===== src/rtl/mc_seq_pkg.sv =====
package mc_seq_pkg;

   localparam int NUM_ST = 12;
   localparam int ST_W   = $clog2(NUM_ST);

   typedef enum logic [ST_W-1:0] {
      ST_FETCH  = 4'd0,
      ST_DECODE = 4'd1,
      ST_MADDR  = 4'd2,
      ST_MRD    = 4'd3,
      ST_MWB    = 4'd4,
      ST_MWR    = 4'd5,
      ST_EXE    = 4'd6,
      ST_AWB    = 4'd7,
      ST_BEQ    = 4'd8,
      ST_IEXE   = 4'd9,
      ST_IWB    = 4'd10,
      ST_JMP    = 4'd11
   } st_e;

   typedef enum logic [1:0] {
      AOP_ADD = 2'b00,
      AOP_SUB = 2'b01,
      AOP_FN  = 2'b10,
      AOP_RSV = 2'b11
   } aop_e;

   localparam logic [5:0] OPC_RTYPE = 6'b000000;
   localparam logic [5:0] OPC_LOAD  = 6'b100011;
   localparam logic [5:0] OPC_STORE = 6'b101011;
   localparam logic [5:0] OPC_BEQ   = 6'b000100;
   localparam logic [5:0] OPC_JUMP  = 6'b000010;
   localparam logic [5:0] OPC_ADDI  = 6'b001000;

   localparam logic [5:0] FN_ADD = 6'b100000;
   localparam logic [5:0] FN_SUB = 6'b100010;
   localparam logic [5:0] FN_AND = 6'b100100;
   localparam logic [5:0] FN_OR  = 6'b100101;
   localparam logic [5:0] FN_SLT = 6'b101010;

   localparam logic [2:0] CTL_ADD = 3'b010;
   localparam logic [2:0] CTL_SUB = 3'b110;
   localparam logic [2:0] CTL_AND = 3'b000;
   localparam logic [2:0] CTL_OR  = 3'b001;
   localparam logic [2:0] CTL_SLT = 3'b111;

   typedef struct packed {
      logic       iord;
      logic       a_sel;
      logic [1:0] b_sel;
      logic [1:0] p_sel;
      logic       dst;
      logic       wb;
      logic       ir_we;
      logic       pc_we;
      logic       br;
      logic       rf_we;
      logic       mem_we;
   } ctl_t;

endpackage


===== src/rtl/mc_seq_state.sv =====
module mc_seq_state
   import mc_seq_pkg::*;
#(
   parameter int OP_W    = 6,
   parameter bit ONE_HOT = 1'b0
) (
   input  logic            clk,
   input  logic            rst,
   input  logic [OP_W-1:0] opcode,
   output st_e             state
);

   st_e nxt;

   // next-state selection
   always_comb begin
      nxt = ST_FETCH;
      unique case (state)
         ST_FETCH:  nxt = ST_DECODE;
         ST_DECODE: begin
            if (opcode == OP_W'(OPC_LOAD) || opcode == OP_W'(OPC_STORE))
               nxt = ST_MADDR;
            else if (opcode == OP_W'(OPC_RTYPE))
               nxt = ST_EXE;
            else if (opcode == OP_W'(OPC_BEQ))
               nxt = ST_BEQ;
            else if (opcode == OP_W'(OPC_ADDI))
               nxt = ST_IEXE;
            else if (opcode == OP_W'(OPC_JUMP))
               nxt = ST_JMP;
            else
               nxt = ST_FETCH;
         end
         ST_MADDR: begin
            if (opcode == OP_W'(OPC_LOAD))
               nxt = ST_MRD;
            else if (opcode == OP_W'(OPC_STORE))
               nxt = ST_MWR;
            else
               nxt = ST_FETCH;
         end
         ST_MRD:   nxt = ST_MWB;
         ST_EXE:   nxt = ST_AWB;
         ST_IEXE:  nxt = ST_IWB;
         default:  nxt = ST_FETCH;
      endcase
   end

   generate
      if (ONE_HOT) begin : g_onehot
         logic [NUM_ST-1:0] oh_q;
         logic [NUM_ST-1:0] oh_d;

         always_comb begin
            oh_d      = '0;
            oh_d[nxt] = 1'b1;
         end

         always_ff @(posedge clk) begin
            if (rst) oh_q <= NUM_ST'(1);
            else     oh_q <= oh_d;
         end

         always_comb begin
            state = ST_FETCH;
            for (int i = 0; i < NUM_ST; i++) begin
               if (oh_q[i]) state = st_e'(ST_W'(i));
            end
         end
      end else begin : g_binary
         st_e st_q;

         always_ff @(posedge clk) begin
            if (rst) st_q <= ST_FETCH;
            else     st_q <= nxt;
         end

         assign state = st_q;
      end
   endgenerate

endmodule


===== src/rtl/mc_seq_outdec.sv =====
module mc_seq_outdec
   import mc_seq_pkg::*;
(
   input  st_e  state,
   output ctl_t ctl,
   output aop_e aop
);

   always_comb begin
      ctl = '0;
      aop = AOP_ADD;
      unique case (state)
         ST_FETCH: begin
            ctl.b_sel = 2'b01;
            ctl.ir_we = 1'b1;
            ctl.pc_we = 1'b1;
         end
         ST_DECODE: begin
            ctl.b_sel = 2'b11;
         end
         ST_MADDR, ST_IEXE: begin
            ctl.a_sel = 1'b1;
            ctl.b_sel = 2'b10;
         end
         ST_MRD: begin
            ctl.iord = 1'b1;
         end
         ST_MWB: begin
            ctl.wb    = 1'b1;
            ctl.rf_we = 1'b1;
         end
         ST_MWR: begin
            ctl.iord   = 1'b1;
            ctl.mem_we = 1'b1;
         end
         ST_EXE: begin
            ctl.a_sel = 1'b1;
            aop       = AOP_FN;
         end
         ST_AWB: begin
            ctl.dst   = 1'b1;
            ctl.rf_we = 1'b1;
         end
         ST_BEQ: begin
            ctl.a_sel = 1'b1;
            ctl.p_sel = 2'b01;
            ctl.br    = 1'b1;
            aop       = AOP_SUB;
         end
         ST_IWB: begin
            ctl.rf_we = 1'b1;
         end
         ST_JMP: begin
            ctl.p_sel = 2'b10;
            ctl.pc_we = 1'b1;
         end
         default: ctl = '0;
      endcase
   end

endmodule


===== src/rtl/mc_seq_aludec.sv =====
module mc_seq_aludec
   import mc_seq_pkg::*;
#(
   parameter int FN_W  = 6,
   parameter int CTL_W = 3
) (
   input  aop_e             aop,
   input  logic [FN_W-1:0]  funct,
   output logic [CTL_W-1:0] alu_ctl
);

   always_comb begin
      unique case (aop)
         AOP_SUB: alu_ctl = CTL_W'(CTL_SUB);
         AOP_FN: begin
            if      (funct == FN_W'(FN_ADD)) alu_ctl = CTL_W'(CTL_ADD);
            else if (funct == FN_W'(FN_SUB)) alu_ctl = CTL_W'(CTL_SUB);
            else if (funct == FN_W'(FN_AND)) alu_ctl = CTL_W'(CTL_AND);
            else if (funct == FN_W'(FN_OR))  alu_ctl = CTL_W'(CTL_OR);
            else if (funct == FN_W'(FN_SLT)) alu_ctl = CTL_W'(CTL_SLT);
            else                             alu_ctl = CTL_W'(CTL_ADD);
         end
         default: alu_ctl = CTL_W'(CTL_ADD);
      endcase
   end

endmodule


===== src/rtl/mc_seq_ctrl.sv =====
module mc_seq_ctrl
   import mc_seq_pkg::*;
#(
   parameter int OP_W    = 6,
   parameter int FN_W    = 6,
   parameter int CTL_W   = 3,
   parameter bit ONE_HOT = 1'b0
) (
   input  logic             clk,
   input  logic             rst,
   input  logic [OP_W-1:0]  opcode,
   input  logic [FN_W-1:0]  funct,
   input  logic             zero,
   output logic             iord,
   output logic             alu_a_sel,
   output logic [1:0]       alu_b_sel,
   output logic [1:0]       pc_sel,
   output logic             dst_sel,
   output logic             wb_sel,
   output logic             ir_we,
   output logic             pc_we,
   output logic             br_en,
   output logic             rf_we,
   output logic             mem_we,
   output logic             pc_en,
   output logic [CTL_W-1:0] alu_ctl
);

   generate
      if (OP_W != 6) begin : g_bad_op
         $error("mc_seq_ctrl: OP_W must be 6");
      end
      if (FN_W != 6) begin : g_bad_fn
         $error("mc_seq_ctrl: FN_W must be 6");
      end
      if (CTL_W != 3) begin : g_bad_ctl
         $error("mc_seq_ctrl: CTL_W must be 3");
      end
   endgenerate

   st_e  state;
   ctl_t ctl;
   aop_e aop;

   mc_seq_state #(
      .OP_W    (OP_W),
      .ONE_HOT (ONE_HOT)
   ) u_state (
      .clk    (clk),
      .rst    (rst),
      .opcode (opcode),
      .state  (state)
   );

   mc_seq_outdec u_outdec (
      .state (state),
      .ctl   (ctl),
      .aop   (aop)
   );

   mc_seq_aludec #(
      .FN_W  (FN_W),
      .CTL_W (CTL_W)
   ) u_aludec (
      .aop     (aop),
      .funct   (funct),
      .alu_ctl (alu_ctl)
   );

   assign iord      = ctl.iord;
   assign alu_a_sel = ctl.a_sel;
   assign alu_b_sel = ctl.b_sel;
   assign pc_sel    = ctl.p_sel;
   assign dst_sel   = ctl.dst;
   assign wb_sel    = ctl.wb;
   assign ir_we     = ctl.ir_we;
   assign pc_we     = ctl.pc_we;
   assign br_en     = ctl.br;
   assign rf_we     = ctl.rf_we;
   assign mem_we    = ctl.mem_we;
   assign pc_en     = ctl.pc_we | (ctl.br & zero);

endmodule


===== config.mk =====
export PLATFORM = sky130hd
export DESIGN_NAME = mc_seq_ctrl
export DESIGN_NICKNAME = d
export VERILOG_FILES = /design/src/rtl/mc_seq_pkg.sv /design/src/rtl/mc_seq_state.sv /design/src/rtl/mc_seq_outdec.sv /design/src/rtl/mc_seq_aludec.sv /design/src/rtl/mc_seq_ctrl.sv
export SDC_FILE = /design/constraint.sdc
export NUM_CORES = 1
export LEC_CHECK = 0
export CAP_MARGIN = 15
export CORE_MARGIN = 5
export CORE_UTILIZATION = 35
export CTS_CLUSTER_SIZE = 14
export DETAILED_ROUTE_END_ITERATION = 10
export PLACE_DENSITY = 0.8
export SLEW_MARGIN = 20
export SYNTH_ARGS = -nofsm -noshare
export SYNTH_HDL_FRONTEND = slang
export SYNTH_HIERARCHICAL = 1
export SYNTH_SLANG_ARGS = --single-unit

===== constraint.sdc =====
create_clock -name clk -period 2.6 [get_ports clk]
set_clock_uncertainty 0.1 [all_clocks]
set_input_delay 0.39 -clock clk [delete_from_list [all_inputs] [get_ports clk]]
set_output_delay 0.39 -clock clk [all_outputs]
set_load 0.02 [all_outputs]

# Yosys cells after proc, flatten, opt, wreduce, memory -nomap -nowiden
# Cells that the tools add are included.
[word_totals]
ff_bits = 4
input_bits = 15
[op_classes]
reduce_logical = 8
bitwise_logic = 2
mux = 26
eq_ne = 23
[ops]
columns = ["op", "count"]
rows = [
  ["6-bit == test, second input constant", 7],
  ["4-bit two-way mux", 6],
  ["4-bit one-hot mux with 6 select lines", 1],
  ["3-bit two-way mux", 6],
  ["4-bit by 3-bit == test with 1-bit output, second input constant", 4],
  ["4-bit == test, second input constant", 4],
  ["1-bit two-way mux", 9],
  ["4-bit by 2-bit == test with 1-bit output, second input constant", 2],
  ["2-bit one-hot mux with 2 select lines", 2],
  ["6-bit by 2-bit == test with 1-bit output, second input constant", 1],
  ["6-bit by 3-bit == test with 1-bit output, second input constant", 1],
  ["6-bit by 4-bit == test with 1-bit output, second input constant", 1],
  ["6-bit zero test", 1],
  ["2-bit one-hot mux with 3 select lines", 1],
  ["3-bit one-hot mux with 2 select lines", 1],
  ["2-bit OR reduction", 3],
  ["4-bit by 1-bit == test with 1-bit output, second input constant", 1],
  ["4-bit zero test", 1],
  ["4-bit OR reduction", 1],
  ["3-bit OR reduction", 1],
  ["2-bit by 1-bit == test with 1-bit output, second input constant", 1],
  ["2-bit == test, second input constant", 1],
  ["1-bit AND", 1],
  ["1-bit logical OR", 1],
  ["1-bit OR", 1],
]

# Longest topological paths before layout
# Gate-level depths: netlist (run 1).
[depth]
ltp_word = 7
ltp_mapped = 7
mapped_depth_nobuf = 6

# Modules after synthesis
# The synthesis (run 1) kept the hierarchy.
[modules_own_cells]
columns = ["module", "cells_per_inst", "instances", "area_per_inst_um2"]
rows = [
  ["mc_seq_state", 38, 1, 299.0],
  ["mc_seq_outdec", 27, 1, 172.7],
  ["mc_seq_aludec", 15, 1, 117.6],
  ["mc_seq_ctrl", 1, 1, 7.5],
]

# Least setup slack after synthesis (run 1)
# Ideal clock, no wire load.
[synth_path]
path_type = "reg2out"
from = "register u_state.g_binary.st_q[3], in the netlist u_state/state[3]"
to = "output alu_ctl[2]"
slack_ps = 135
path_stages_with_launch = 7
required_ps = 2110
arrival_time_ps = 1975
cell_sequence = "dfxtp_1 > nand2b_1 > nor3_1 > inv_1 > ha_1 > nor4bb_2 > a32o_1"
[synth_via]
elab_chain_cells = 4
word_cells_on_any_way = 6
cone_classes = "eq/ne: 4; mux: 2"
[synth_rtl]
columns = ["item", "line", "text"]
rows = [
  ["from (decl)", "mc_seq_state.sv:71", "st_e st_q;"],
  ["from (signal assigned)", "mc_seq_state.sv:75", "else st_q <= nxt;"],
  ["4-bit == test / 4-bit by 3-bit == test with 1-bit output (equally long branches)", "mc_seq_outdec.sv:12", "unique case (state)"],
  ["2-bit one-hot mux with 2 select lines *", "mc_seq_outdec.sv:12", ""],
  ["named net aop[0]", "mc_seq_ctrl.sv:43", "aop_e aop;"],
  ["2-bit == test / 2-bit by 1-bit == test with 1-bit output (equally long branches)", "mc_seq_aludec.sv:13", "unique case (aop)"],
  ["3-bit one-hot mux with 2 select lines *", "mc_seq_aludec.sv:13", ""],
  ["to (decl)", "mc_seq_ctrl.sv:26", "output logic [CTL_W-1:0] alu_ctl"],
]
# Mark *: on every way through the listed nets, which the timed path passes. The rest lies on a longest branch.

# Worst setup path in the final report (run 1)
[layout_path]
from = "register u_state.g_binary.st_q[1], in the netlist u_state/state[1]"
to = "output alu_b_sel[1]"
[layout_via]
elab_chain_cells = 3
word_cells_on_any_way = 6
cone_classes = "eq/ne: 3; mux: 1; reduce/logical: 2"
[layout_rtl]
columns = ["item", "line", "text"]
rows = [
  ["4-bit by 2-bit == test with 1-bit output / 4-bit == test (equally long branches)", "mc_seq_outdec.sv:12", ""],
  ["2-bit OR reduction", "mc_seq_outdec.sv:12", ""],
  ["2-bit one-hot mux with 3 select lines *", "mc_seq_outdec.sv:12", ""],
  ["to (decl)", "mc_seq_ctrl.sv:16", "output logic [1:0] alu_b_sel,"],
]
# Every way passes the cells marked *; elsewhere a longest branch is shown, timed or not.

==> implementation parameters, run 1 <==
Parameter                              Value

Logic synthesis
  Share of the synthesized area in the top cell type ... 0.134
  Share of synthesized registers carrying an async set or reset ... 0
  Commonest register cell after synthesis ... dfxtp_1
  Synthesized area per cell ... 7.37 µm²
  Post-synthesis adder-cell area fraction ... 0.0419
  Count of yosys warnings during synthesis ... 6
  Post-Synth XOR/XNOR Area ... 0.0587
  Multiplexer fraction of the synthesized cell area ... 0
  Combinational family with the most area after synthesis ... simple AND/OR/NAND/NOR gates
  Total of flip-flops plus latches after synthesis ... 4
  Synth Cell Area ... 597 µm²
  Number of enable-type register cells in the synthesized netlist ... 0
  Number of distinct library cell variants in the gate-level netlist after synthesis ... 39
  Net count after synthesis ... 98
  Post-synthesis cell type with the largest combined area ... dfxtp_1
  Post-synthesis cell count ... 81
  Fraction of the mapped netlist area in compound gates ... 0.220
  Portion of the post-synthesis area used by sequential elements ... 0.134
  Simple-gate share of the synthesized area ... 0.455
  Main area contributors after synthesis ... dfxtp_1 13%, nor2_1 6.3%, xnor2_1 4.4%

Global route
  Pin count of the biggest net entering global routing ... 14
  Initial antenna violation count ... 0
  Global Route Usage Sum ... 0.128
  Global Route met2 Usage ... 0.223
  Routing layer with the top usage in global route ... met2
  First-pass GRT wire length ... 2.53 mm
  Overflow left after global routing ... 0
  Vias in the first global route ... 614
  Global Route met1 Usage ... 0.141
  Met3 demand-to-capacity share in global routing ... 0.0262

Final layout
  Flip-flop count of the largest register, all copies and words added ... 4
  Final net count ... 139
  Share of cells above drive strength 1 ... 0.208
  Diode insertion count for antenna repair ... 0
  Area growth from synthesis to layout ... 68.6%

STA
  Minimum clock period ... 2.47 ns
  Setup repair after global routing missed its margin ... false
  Maximum clock frequency ... 405 MHz
  Final hold violation count ... 0
  Max transition margin ... 0.809
  Slew at the pin closest to its max-slew limit ... 0.283 ns
  Final setup violation count ... 0
  Max-slew violation count ... 0
  Fraction of the cycle the final worst path needs ... 0.949
  Hold slack ... 0.546 ns

Power
  Maximum vdd drop ... 164 µV
  Leakage ... 0.390 nW
  Sum of internal, switching and leakage power ... 241 µW
  Power density relative to cell area ... 240 nW/µm²

Clocking
  Clock latency at the later pin of the worst-skew pair ... 0.24 ns
  TritonCTS clock tree ... done
  CTS sink count ... 4
  Clk pin slew, worst setup/hold paths ... 0.04 ns
  Root Driver ... clkbuf_4
  Total setup buffers inserted after CTS ... 0
  Clock tree buffer depth ... 2
  H-tree level count ... 1
  TritonCTS Buffers ... 3
  Quantity of hold-fixing buffers added after cts ... 0

Setup path
  Cell-by-cell trace of the critical path ... buf_4 -> or3b_4 -> a21oi_2 -> clkdlybuf4s50_1
  Crit end category ... output port
  CP Launch Type ... flip-flop
  Worst stage delay on the critical path ... 0.61 ns
  Buf/Inv on CP ... 2
  Cell count along the critical path ... 4
  Category of cells accounting for the largest share of critical-path delay ... buffers and inverters
  Arrival time worst endpoint ... 1.98 ns
  R2R setup slack ... 0.90 ns
  Required @ worst endpoint ... 2.11 ns
  Maximum net fanout on the critical path ... 13
  CP max stage cell ... clkdlybuf4s50_1
  R2R cell count ... 4
  Setup CP Type ... reg2out

Floorplan
  Placement row count ... 15
  Boundary pin count ... 32
  Die width ... 51.3 µm
  Die height ... 51.3 µm
  Initial cell density of the core ... 0.357
  DIE AREA ... 2630 µm²
  Placeable Area ... 1670 µm²

Route
  Average routed wire per standard cell ... 12.8 µm
  Total wirelength of the detailed-routed design ... 1.76 mm
  Vias per inst ... 5.41
  Number of remaining DRC errors ... 0
  First DRT Iteration DRCs ... 11
  Number of search-and-repair iterations in the first detailed-routing pass ... 4
  Overall via count from detail_route ... 741
  Post-route ant nets ... 0

Worst hold path
  Worst min-delay path category ... reg2reg
  Number of cells traversed by the worst hold path ... 2

Placed design
  Count of buffers inserted at the top-level ports ... 31
  Detailed Place HPWL ... 1.37 mm
  Routability congestion estimate from global placement ... 0.807

Status
  Run status ... complete, no violations

Run
  Max-capacitance violation count ... 0
==> Yosys cell counts (2+ instances only) <==
| cell type | number |
|---|---|
| xnor2_1 | 3 |
| dfxtp_1 | 4 |
| a211oi_1 | 2 |
| a21oi_1 | 3 |
| o31ai_1 | 2 |
| nand2b_1 | 4 |
| nand3_1 | 3 |
| buf_4 | 3 |
| nor4_1 | 3 |
| inv_1 | 4 |
| a31oi_1 | 2 |
| ha_1 | 2 |
| nor2_1 | 10 |
| nand2_1 | 3 |
| nor3b_1 | 2 |
| nor3_1 | 5 |
| nor4bb_1 | 2 |
| o21ai_0 | 3 |
==> what timing repair did <==
item,CTS,global route
endpoints found under the setup margin,3,2
pin swaps,0,2
gates resized for setup,8,6
==> worst reg2reg max path: stages, from the launching register on <==
cell and delay [ns]:
dfxtp_1 0.40, buf_4 0.22, nand2b_2 0.10, or4_1 0.48, a311oi_1 0.30
==> cells in the final DEF, fill, tap and decap left out, types with 2 or more instances in the layout <==
master           instances
nor3b_1                  2
xnor2_1                  3
nor4_1                   3
nand2b_1                 4
a211oi_1                 2
clkbuf_4                 3
nor3_1                   4
dfxtp_1                  3
nor2_1                   9
clkdlybuf4s50_1         28
a21oi_1                  3
a31oi_1                  2
nand3_1                  3
o21ai_0                  3
o31ai_1                  2
nor4bb_1                 2
buf_4                   10
buf_2                    2
nand2_1                  3
inv_1                    4
==> logic make-up (layout without fill, tap and decap cells) <==
logic type	count (synthesis)	after routing
xor+xnor	4	4
flops	4	4
compound gates	19	19
simple gates	43	43
fa+ha+maj	2	2
buf+inv	9	48
==> final timing paths <==
check                               from                           to
max          u_state/state[1]$_SDFF_PP0_                 alu_b_sel[1]
min          u_state/state[1]$_SDFF_PP0_  u_state/state[3]$_SDFF_PP0_
max reg2reg  u_state/state[1]$_SDFF_PP0_  u_state/state[1]$_SDFF_PP0_
min reg2reg  u_state/state[1]$_SDFF_PP0_  u_state/state[3]$_SDFF_PP0_
==> per-stage QoR <==
step | util | setup TNS (ns) | setup slack [ns] | instances | area [µm²]
5_1_grt | 0.602 | 0 | 0.0430 | 137 | 1010
3_5_place_dp | 0.578 | -0.145 | -0.0930 | 134 | 965
4_1_cts | 0.595 | 0 | 0.0245 | 137 | 993
6_report | 0.602 | 0 | 0.131 | 137 | 1010
3_3_place_gp | 0.578 | -0.0199 | -0.0199 | 134 | 965
2_1_floorplan | - | 0 | 0.135 | 81 | 597
==> where the power goes <==
| group | internal [mW] | switching [mW] |
|---|---|---|
| registers | 0.0635 | 0.00217 |
| clock network | 0.0517 | 0.0268 |
| logic | 0.0531 | 0.0437 |
==> per-layer routing <==
metal  up-vias  routed length (µm)  part of all wire
li1        385                   -                 -
met1       327                 752              0.43
met2        29                 862              0.49
met3         0                 140             0.080
met4         0                   0                 0
met5         -                   0                 0
==> final cells by class <==
type / instances / area [µm²]
Fill cell: 162 / 664
Sequential cell: 4 / 81.3
Tap cell: 17 / 21.3
Timing Repair Buffer: 41 / 374
Inverter: 4 / 15.0
Clock buffer: 3 / 22.5
Multi-Input combinational cell: 68 / 492
Note: power is estimated with default switching activity, not from simulation.
==> inputs of run 2 (changes only) <==
Settings changed: CTS_CLUSTER_DIAMETER set to 80, GPL_TIMING_DRIVEN set to 0, TNS_END_PERCENT set to 30.
==> run 2 against run 1 <==
Setup slack lost 0.037 ns. Combinational power shrank 3.1%. Largest power group unchanged. Fmax decreased by 1.5%. Critical endpoint is now alu_ctl[2]. Register-to-register slack better by 0.19 ns. Largest cell class unchanged.
==> implementation parameters, run 2 (synthesized netlist as in run 1, its figures left out) <==
Parameter                              Value

Status
  Run status ... complete, no violations

STA
  Final hold violation count ... 0 (unchanged)
  Fraction of the cycle the final worst path needs ... 0.964 (+0.0141)
  Max transition margin ... 0.794 (-0.0148)
  Minimum clock period ... 2.51 ns (+0.0365 ns)
  Final setup violation count ... 0 (unchanged)
  Accumulated negative setup slack ... 0 ns (unchanged)
  Setup repair after global routing missed its margin ... false
  Slew at the pin closest to its max-slew limit ... 0.305 ns (+0.0221 ns)
  Hold slack ... 0.436 ns (-0.110 ns)
  Max-slew violation count ... 0 (unchanged)
  Maximum clock frequency ... 399 MHz (-1.5%)
  Final worst slack ... 0.0949 ns (-0.0365 ns)

Setup path
  Crit end category ... output port
  R2R setup slack ... 1.09 ns (+0.19 ns)
  Reg-to-reg startpoint ... u_state/state[0]$_SDFF_PP0_
  CP Launch Type ... flip-flop
  Arrival time worst endpoint ... 2.02 ns (+0.04 ns)
  R2R cell count ... 3 (-1)
  Required @ worst endpoint ... 2.11 ns (about the same)
  Crit path from ... u_state/state[2]$_SDFF_PP0_
  Maximum net fanout on the critical path ... 14 (+1)
  Setup CP Type ... reg2out
  Worst reg2reg endpoint ... u_state/state[1]$_SDFF_PP0_

Final layout
  Share of cells above drive strength 1 ... 0.211 (+0.00219)
  Commonest non-fill, non-tap cell in the layout ... clkdlybuf4s50_1
  Final net count ... 133 (-4.3%)
  Area growth from synthesis to layout ... 65.6%
  Number of filler cells placed in the layout ... 145 (-10%)
  Design area ... 988 µm² (-1.7%)
  Leading cell types in the layout, fill and taps excluded ... 27 x clkdlybuf4s50_1, 9 x nor2_1, 4 x buf_4, 4 x nor3_1
  Diode insertion count for antenna repair ... 0 (unchanged)
  Flip-flop count of the largest register, all copies and words added ... 4 (unchanged)
  Final core utilization ... 0.592 (-0.0105)

Route
  Average routed wire per standard cell ... 13.4 µm (+4.7%)
  Total wirelength of the detailed-routed design ... 1.76 mm (+0.11%)
  Vias per inst ... 5.50 (+1.8%)
  Number of remaining DRC errors ... 0 (unchanged)
  Met3 Wirelength ... 113 µm (-19%)
  Top layer used by detailed routing ... met4
  Routed length on met2 ... 833 µm (-3.4%)
  Overall via count from detail_route ... 721 (-2.7%)
  Wire length the detailed router placed on met1 ... 786 µm (+4.5%)
  First DRT Iteration DRCs ... 17 (+6)
  Number of search-and-repair iterations in the first detailed-routing pass ... 4 (unchanged)
  Post-route ant nets ... 0 (unchanged)

Clocking
  TritonCTS clock tree ... done
  Total setup buffers inserted after CTS ... 0 (unchanged)
  Clock latency at the later pin of the worst-skew pair ... 0.23 ns (about the same)
  Quantity of hold-fixing buffers added after cts ... 0 (unchanged)
  Clock tree buffer depth ... 2 (unchanged)
  Clk pin slew, worst setup/hold paths ... 0.04 ns (about the same)
  Root Driver ... clkbuf_4
  H-tree level count ... 1 (unchanged)
  CTS sink count ... 4 (unchanged)
  TritonCTS Buffers ... 3 (unchanged)

Worst hold path
  Capture endpoint of the worst hold path ... u_state/state[3]$_SDFF_PP0_
  Worst min-delay path category ... reg2reg
  Number of cells traversed by the worst hold path ... 1 (-1)
  Start point of the worst min-delay path ... u_state/state[1]$_SDFF_PP0_

Power
  Leakage ... 0.365 nW (-6.2%)
  P_sw ... 68.6 µW (-5.7%)
  Sequential cell fraction of total power ... 0.280 (+0.008)
  Power density relative to cell area ... 235 nW/µm² (-1.8%)
  Maximum vdd drop ... 120 µV (-27%)
  Combinational cell fraction of total power ... 0.403 (about the same)
  Clock Power Share ... 0.316 (-0.010)
  Proportion of total power due to net switching ... 0.295 (-0.00683)
  Internal power summed over all cells ... 164 µW (-2.6%)

Global route
  Pin count of the biggest net entering global routing ... 16 (+2)
  Vias in the first global route ... 664 (+8.1%)
  Initial antenna violation count ... 0 (unchanged)
  Overflow left after global routing ... 0 (unchanged)
  Global Route Usage Sum ... 0.133 (+0.00448)
  First-pass GRT wire length ... 2.76 mm (+9.0%)

Placed design
  Detailed Place HPWL ... 1.26 mm (-8.1%)
  Count of buffers inserted at the top-level ports ... 30 (-3.2%)
  Cell Area, Placed ... 918 µm² (-4.8%)
  Placement-stage worst setup slack ... -0.626 ns (-0.533 ns)
  Routability congestion estimate from global placement ... 0.759 (-6.0%)

Floorplan
  Initial cell density of the core ... 0.357 (unchanged)
  Placement row count ... 15 (unchanged)
  DIE AREA ... 2630 µm² (unchanged)
  Placeable Area ... 1670 µm² (unchanged)
  Die width ... 51.3 µm (unchanged)
  Boundary pin count ... 32 (unchanged)
  Die height ... 51.3 µm (unchanged)

Run
  Max-capacitance violation count ... 0 (unchanged)
run 2: power by group through the flow:
stage               logic, mW  clock network (mW)  registers, mW
floorplan              0.0459                   0         0.0669
global placement       0.0892                   0         0.0677
detailed placement     0.0909                   0         0.0678
CTS                    0.0935              0.0770         0.0661
global route            0.101              0.0762         0.0656
finish                 0.0938              0.0735         0.0652
run 2: final cells by class:
type | count | area, µm² | share of cell area
clock buffer | 3 | 22.5 | 0.0228
sequential | 4 | 88.8 | 0.0899
timing repair buffer | 30 | 292 | 0.295
inverter | 4 | 15.0 | 0.0152
tap | 17 | 21.3 | 0.0215
buffer | 5 | 38.8 | 0.0392
multi-input combinational | 68 | 510 | 0.516
run 2: layer usage:
| metal | track usage | vias to the layer above |
|---|---|---|
| met5 | 0 | - |
| met3 | 0.00292 | 2 |
| li1 | - | 368 |
| met1 | 0.156 | 315 |
| met2 | 0.236 | 36 |
| met4 | 0.0830 | 0 |
run 2: per-stage QoR:
| step | power [mW] | std cells |
|---|---|---|
| after floorplan | 0.113 | 81 |
| after global placement | 0.157 | 128 |
| after detailed placement | 0.159 | 128 |
| after CTS | 0.237 | 131 |
| after global routing | 0.243 | 131 |
| final | 0.233 | 131 |
run 2: what timing repair did:
action                     4_1_cts  5_1_grt
pin swaps                        0        3
resized for setup               18        6
setup endpoints to repair        6        2
run 2: worst max path at each step:
stage	to	slack [ns]	depth (start not counted)
4_1_cts	alu_ctl[2]	-0.06	7
3_5_place_dp	alu_ctl[2]	-0.63	7
2_1_floorplan	alu_ctl[2]	0.14	6
5_1_grt	alu_ctl[2]	0.006	7
6_report	alu_ctl[2]	0.09	7
3_3_place_gp	alu_ctl[2]	-0.59	7
run 2: worst max-delay path, stage by stage (launching register included):
cell,delay [ns]
dfxtp_4,0.38
nand2b_4,0.17
nor3_4,0.23
inv_2,0.07
ha_4,0.26
nor4bb_4,0.33
a32o_1,0.20
buf_4,0.13
